## src/rtl/nrdiv_pkg.sv

```systemverilog
package nrdiv_pkg;
  typedef enum logic [1:0] {
    ST_IDLE = 2'd0,
    ST_ITER = 2'd1,
    ST_FIX  = 2'd2
  } state_e;
endpackage

```

## src/rtl/nrdiv_step.sv

```systemverilog
module nrdiv_step #(
  parameter int W = 4
) (
  input  logic [W:0]   rem_i,
  input  logic [W-1:0] quo_i,
  input  logic [W-1:0] div_i,
  output logic [W:0]   rem_o,
  output logic [W-1:0] quo_o
);
  logic [W:0] dext;
  logic [W:0] shifted;

  always_comb begin
    dext    = {1'b0, div_i};
    shifted = {rem_i[W-1:0], quo_i[W-1]};
    // sign of the pre-shift remainder picks add or subtract; wrap is harmless mod 2^(W+1)
    rem_o   = rem_i[W] ? (shifted + dext) : (shifted - dext);
    quo_o   = {quo_i[W-2:0], ~rem_o[W]};
  end
endmodule

```

## src/rtl/nrdiv_fix.sv

```systemverilog
module nrdiv_fix #(
  parameter int W = 4
) (
  input  logic [W:0]   rem_i,
  input  logic [W-1:0] div_i,
  output logic [W:0]   rem_o
);
  always_comb begin
    rem_o = rem_i[W] ? (rem_i + {1'b0, div_i}) : rem_i;
  end
endmodule

```

## src/rtl/nrdiv_ctrl.sv

```systemverilog
module nrdiv_ctrl #(
  parameter int W = 4
) (
  input  logic clk_i,
  input  logic rst_ni,
  input  logic start_i,
  input  logic div_zero_i,
  input  logic dvd_zero_i,
  output logic load_o,
  output logic clr_o,
  output logic iter_o,
  output logic fix_o,
  output logic busy_o,
  output logic done_o,
  output logic err_indet_o,
  output logic err_inf_o
);
  import nrdiv_pkg::*;

  localparam int CW = $clog2(W + 1);

  state_e        state_q, state_d;
  logic [CW-1:0] cnt_q, cnt_d;
  logic          accept;

  assign accept = start_i && (state_q == ST_IDLE);
  assign load_o = accept && !div_zero_i;
  assign clr_o  = accept && div_zero_i;
  assign iter_o = (state_q == ST_ITER);
  assign fix_o  = (state_q == ST_FIX);
  assign busy_o = (state_q != ST_IDLE);

  always_comb begin
    state_d = state_q;
    cnt_d   = cnt_q;
    unique case (state_q)
      ST_IDLE: if (load_o) begin
        state_d = ST_ITER;
        cnt_d   = CW'(W);
      end
      ST_ITER: begin
        cnt_d = cnt_q - 1'b1;
        if (cnt_q == CW'(1)) state_d = ST_FIX;
      end
      ST_FIX:  state_d = ST_IDLE;
      default: state_d = ST_IDLE;
    endcase
  end

  always_ff @(posedge clk_i or negedge rst_ni) begin
    if (!rst_ni) begin
      state_q     <= ST_IDLE;
      cnt_q       <= '0;
      done_o      <= 1'b0;
      err_indet_o <= 1'b0;
      err_inf_o   <= 1'b0;
    end else begin
      state_q     <= state_d;
      cnt_q       <= cnt_d;
      done_o      <= fix_o || clr_o;
      err_indet_o <= clr_o && dvd_zero_i;
      err_inf_o   <= clr_o && !dvd_zero_i;
    end
  end

  p_busy_after_start_r2: assert property (@(posedge clk_i) disable iff (!rst_ni)
    (start_i && !busy_o && !div_zero_i) |=> busy_o);
  p_cnt_range_r2: assert property (@(posedge clk_i) disable iff (!rst_ni)
    iter_o |-> (cnt_q != '0) && (cnt_q <= CW'(W)));
  p_no_busy_on_err_r4: assert property (@(posedge clk_i) disable iff (!rst_ni)
    clr_o |=> (!busy_o && done_o));
  p_err_excl_r5: assert property (@(posedge clk_i) disable iff (!rst_ni)
    !(err_indet_o && err_inf_o));
  p_done_pulse_r7: assert property (@(posedge clk_i) disable iff (!rst_ni)
    done_o |=> !done_o);
  p_err_with_done_r7: assert property (@(posedge clk_i) disable iff (!rst_ni)
    (err_indet_o || err_inf_o) |-> done_o);
  p_busy_start_ignored_r6: assert property (@(posedge clk_i) disable iff (!rst_ni)
    (iter_o && start_i && cnt_q != CW'(1)) |=> iter_o);
endmodule

```

## src/rtl/nr_divider.sv

```systemverilog
module nr_divider #(
  parameter int W = 4
) (
  input  logic         clk_i,
  input  logic         rst_ni,
  input  logic         start_i,
  input  logic [W-1:0] dividend_i,
  input  logic [W-1:0] divisor_i,
  output logic [W-1:0] quotient_o,
  output logic [W-1:0] remainder_o,
  output logic         done_o,
  output logic         busy_o,
  output logic         err_indet_o,
  output logic         err_inf_o
);
  logic [W:0]   rem_q, rem_step, rem_fix;
  logic [W-1:0] quo_q, quo_step, div_q;
  logic         load, clr, iter, fix;

  nrdiv_ctrl #(.W(W)) u_ctrl (
    .clk_i       (clk_i),
    .rst_ni      (rst_ni),
    .start_i     (start_i),
    .div_zero_i  (divisor_i == '0),
    .dvd_zero_i  (dividend_i == '0),
    .load_o      (load),
    .clr_o       (clr),
    .iter_o      (iter),
    .fix_o       (fix),
    .busy_o      (busy_o),
    .done_o      (done_o),
    .err_indet_o (err_indet_o),
    .err_inf_o   (err_inf_o)
  );

  nrdiv_step #(.W(W)) u_step (
    .rem_i (rem_q),
    .quo_i (quo_q),
    .div_i (div_q),
    .rem_o (rem_step),
    .quo_o (quo_step)
  );

  nrdiv_fix #(.W(W)) u_fix (
    .rem_i (rem_q),
    .div_i (div_q),
    .rem_o (rem_fix)
  );

  always_ff @(posedge clk_i or negedge rst_ni) begin
    if (!rst_ni) begin
      rem_q <= '0;
      quo_q <= '0;
      div_q <= '0;
    end else if (clr) begin
      rem_q <= '0;
      quo_q <= '0;
    end else if (load) begin
      rem_q <= '0;
      quo_q <= dividend_i;
      div_q <= divisor_i;
    end else if (iter) begin
      rem_q <= rem_step;
      quo_q <= quo_step;
    end else if (fix) begin
      rem_q <= rem_fix;
    end
  end

  assign quotient_o  = quo_q;
  assign remainder_o = rem_q[W-1:0];

  p_rem_bound_r3: assert property (@(posedge clk_i) disable iff (!rst_ni)
    (done_o && !err_indet_o && !err_inf_o) |-> (!rem_q[W] && (rem_q[W-1:0] < div_q)));
  p_err_zero_out_r4: assert property (@(posedge clk_i) disable iff (!rst_ni)
    (err_indet_o || err_inf_o) |-> (quotient_o == '0 && remainder_o == '0));
  p_hold_idle_r8: assert property (@(posedge clk_i) disable iff (!rst_ni)
    (!busy_o && !start_i) |=> ($stable(quotient_o) && $stable(remainder_o)));
  p_done_not_busy_r3: assert property (@(posedge clk_i) disable iff (!rst_ni)
    done_o |-> !busy_o);
endmodule

```

## config.mk

```make
export PLATFORM = sky130hd
export DESIGN_NAME = nr_divider
export DESIGN_NICKNAME = d
export VERILOG_FILES = /design/src/rtl/nrdiv_pkg.sv /design/src/rtl/nrdiv_step.sv /design/src/rtl/nrdiv_fix.sv /design/src/rtl/nrdiv_ctrl.sv /design/src/rtl/nr_divider.sv
export SDC_FILE = /design/constraint.sdc
export NUM_CORES = 1
export LEC_CHECK = 0
export ABC_AREA = 1
export BUFFER_PORTS_ARGS = -buffer_cell sky130_fd_sc_hd__clkbuf_2
export CAP_MARGIN = 10
export CORE_MARGIN = 2
export CORE_UTILIZATION = 50
export DETAILED_ROUTE_END_ITERATION = 8
export GPL_TIMING_DRIVEN = 0
export PLACE_DENSITY = 0.75
export RECOVER_POWER = 50
export SLEW_MARGIN = 20
export SYNTH_ARGS = -nofsm -noshare
export SYNTH_HDL_FRONTEND = slang
export SYNTH_SLANG_ARGS = --single-unit
```

## constraint.sdc

```tcl
create_clock -name clk_i -period 1.7 [get_ports clk_i]
set_input_delay 0.34 -clock clk_i [delete_from_list [all_inputs] [get_ports clk_i]]
set_output_delay 0.34 -clock clk_i [all_outputs]
set_load 0.1 [all_outputs]
```

==> impl_metrics.ini <==
[setup_path]
worstPathRequired_ps = 1910
worstSetupPathType = register to register
r2r_cells = 11
r2r_end = rem_q[4]
crit_arrival_ps = 2050
critPathLaunch = div_q[1]
r2r_start = div_q[1]
end_kind = register
worstPathMaxFanout = 3
startpoint_type = register
crit_end = rem_q[4]
r2r_setup_slack_ps = -140

[detailed_routing]
drc = 0
routed_via_density = 5.45
first_pass_iters = 4
initialDrtViolationCount = 73
ant_nets = 0
wire_per_inst_um = 14.5
num_vias = 1378
drt_wl_total_mm = 3.66

[global_routing]
grt_pass1_vias = 1302
globalRouteMet1Util_pct = 30.3
grt_overflow_total = 0
grt_pass1_wl_mm = 6.00
grt_util_met3_pct = 2.23
grtUsageTotal_pct = 23.4
gr-max-usage-layer = met2
grt_max_degree = 22
globalRouteMet2Util_pct = 40.6
grt_antenna_before_repair = 0

[floorplan]
num_io_pins = 23
die_h_um = 58.0
core_sq_um = 2760
initial_core_util_pct = 52.9
dieArea_sq_um = 3360
core.rowCount = 19
die_w_um = 58.0

[synthesis]
ys_warn_count = 0
syn_inst = 187
synth_nets = 215
ys_seq_elements = 21
postSynthAreaPerCell_sq_um = 7.79
syn_area_sq_um = 1460
synthDistinctLibCells = 24
yosysSeqAreaShare_pct = 36.1

[placed_design]
port_buffers = 22
place_ws_ps = -345
place_congestion = 0.866
dp_hpwl_mm = 2.63

[timing]
worst_slack_ps = -141
fin_crit_ps = 1840
fin_crit_sh_pct = 108
rsz0062_at_grt = true
slew_violations = 0
setup_viol = 5
worst_pin_slew_ps = 1150
holdWs_ps = 228
skew_ps = 3.95
fin_tns_setup_ps = -435
fmax_mhz = 543
hold_violations = 0
slew_headroom_pct = 23.3

[cts]
clk_path_buf_depth = 2
cts_tree = built
clkTransAtPathRegs_ps = 120
root_buffer = clkbuf_4
cts_buffers = 3
htreeDepth = 1
clk_latency_ps = 310
clock-sinks = 21

[cells_and_area]
most-common-layout-cells = nand2_1, inv_1, dfrtp_1, clkbuf_2
antenna_cells = 0
drive_above_1_share_pct = 37.4
num-fill-cells = 215
final-seq-area_sq_um = 532
areaGrowthSynthToFinish_pct = 30.3
final_common_cell = nand2_1
nNetsFinal = 251
multi_input_area_sq_um = 941

[status]
status = finished, violations left
violations = setup timing

[run]
cap_violations = 0

[hold_path]
hold_path.class = primary input to asynchronous set/reset pin
## cells by family (layout without fill, tap and decap cells)
logic type / after synthesis / in the layout / share of synthesized area [%]
compound gates: 33 / 33 / 13.2
xor+xnor: 2 / 2 / 1.20
fa+ha+maj: 17 / 17 / 15.6
buf+inv: 35 / 70 / 10.7
flops: 21 / 21 / 36.1
simple gates: 79 / 79 / 23.2
## sequential cells by signal (all words and copies together) (netlist names)
register and flops:
div_q 4, quotient_o 4, rem_q 5, u_ctrl.cnt_q 3, u_ctrl.done_o 1, u_ctrl.err_indet_o 1, u_ctrl.err_inf_o 1, u_ctrl.state_q 2
## how the worst min path moves through the flow
stage                  startpoint                 end  cells after the start
floorplan                  rst_ni            div_q[0]                      0
global placement           rst_ni     u_ctrl.cnt_q[2]                      1
detailed placement         rst_ni     u_ctrl.cnt_q[1]                      1
CTS                        rst_ni   u_ctrl.state_q[0]                      1
global route        dividend_i[0]  u_ctrl.err_indet_o                      4
finish                     rst_ni   u_ctrl.state_q[0]                      1
## cells in the mapped netlist
cell type	number	area share [%]
a22oi_1	1	0.52
a21oi_1	8	2.7
nand3_1	17	5.8
buf_4	4	2.1
buf_2	2	0.69
or2_2	1	0.43
ha_1	15	13
o21ai_0	11	3.8
fa_1	2	2.7
inv_2	2	0.52
nand2_1	40	10
nor2_1	14	3.6
dfrtp_1	21	36
a31oi_1	3	1.3
nor4_1	1	0.43
o21ai_2	4	2.4
nand4_1	2	0.86
buf_6	1	0.77
o21ai_1	3	1.0
xor2_1	2	1.2
o31ai_1	2	1.0
o22ai_1	1	0.43
inv_1	26	6.7
nand2_2	4	1.7
## metal layers
layer,wire length (um),part of all wire (%),vias up
met2,1970,54,30
li1,-,-,679
met3,116,3.2,11
met4,93,2.5,0
met5,0,0,-
met1,1480,40,658
## worst max-delay path: stages (launching register included)
cell and delay (ps):
dfrtp_1 410, inv_2 100, ha_4 160, a21oi_2 40
a22oi_2 210, ha_4 260, nand2_2 60, inv_2 40
a21oi_4 170, nand3_1 130, nand4_1 110, nand2_1 50
## metrics by stage
stage	instances	utilization [%]	instance area, sq um
after detailed placement	240	59.7	1650
after floorplan	187	-	1500
final	253	68.9	1900
after CTS	250	66.3	1830
after global placement	240	59.7	1650
after global routing	253	68.9	1900
## what timing repair did
action                     CTS  global route
setup endpoints to repair    8            14
gates resized for setup     27            13
hold buffers                 0             0
setup buffers                7             3
pin swaps                   12             7
## area by class of cell
type,instances,area share (%)
plain buffers,6,2.57
clock buffers,3,1.19
clock inverters,1,0.264
inverters,28,5.80
multi-input cells,131,49.5
flip-flops and latches,21,28.0
well taps,31,2.04
repair buffers,32,10.6
Power is not shown: default switching activity piles up to over one toggle a cycle in this logic, so the estimate is an artifact.
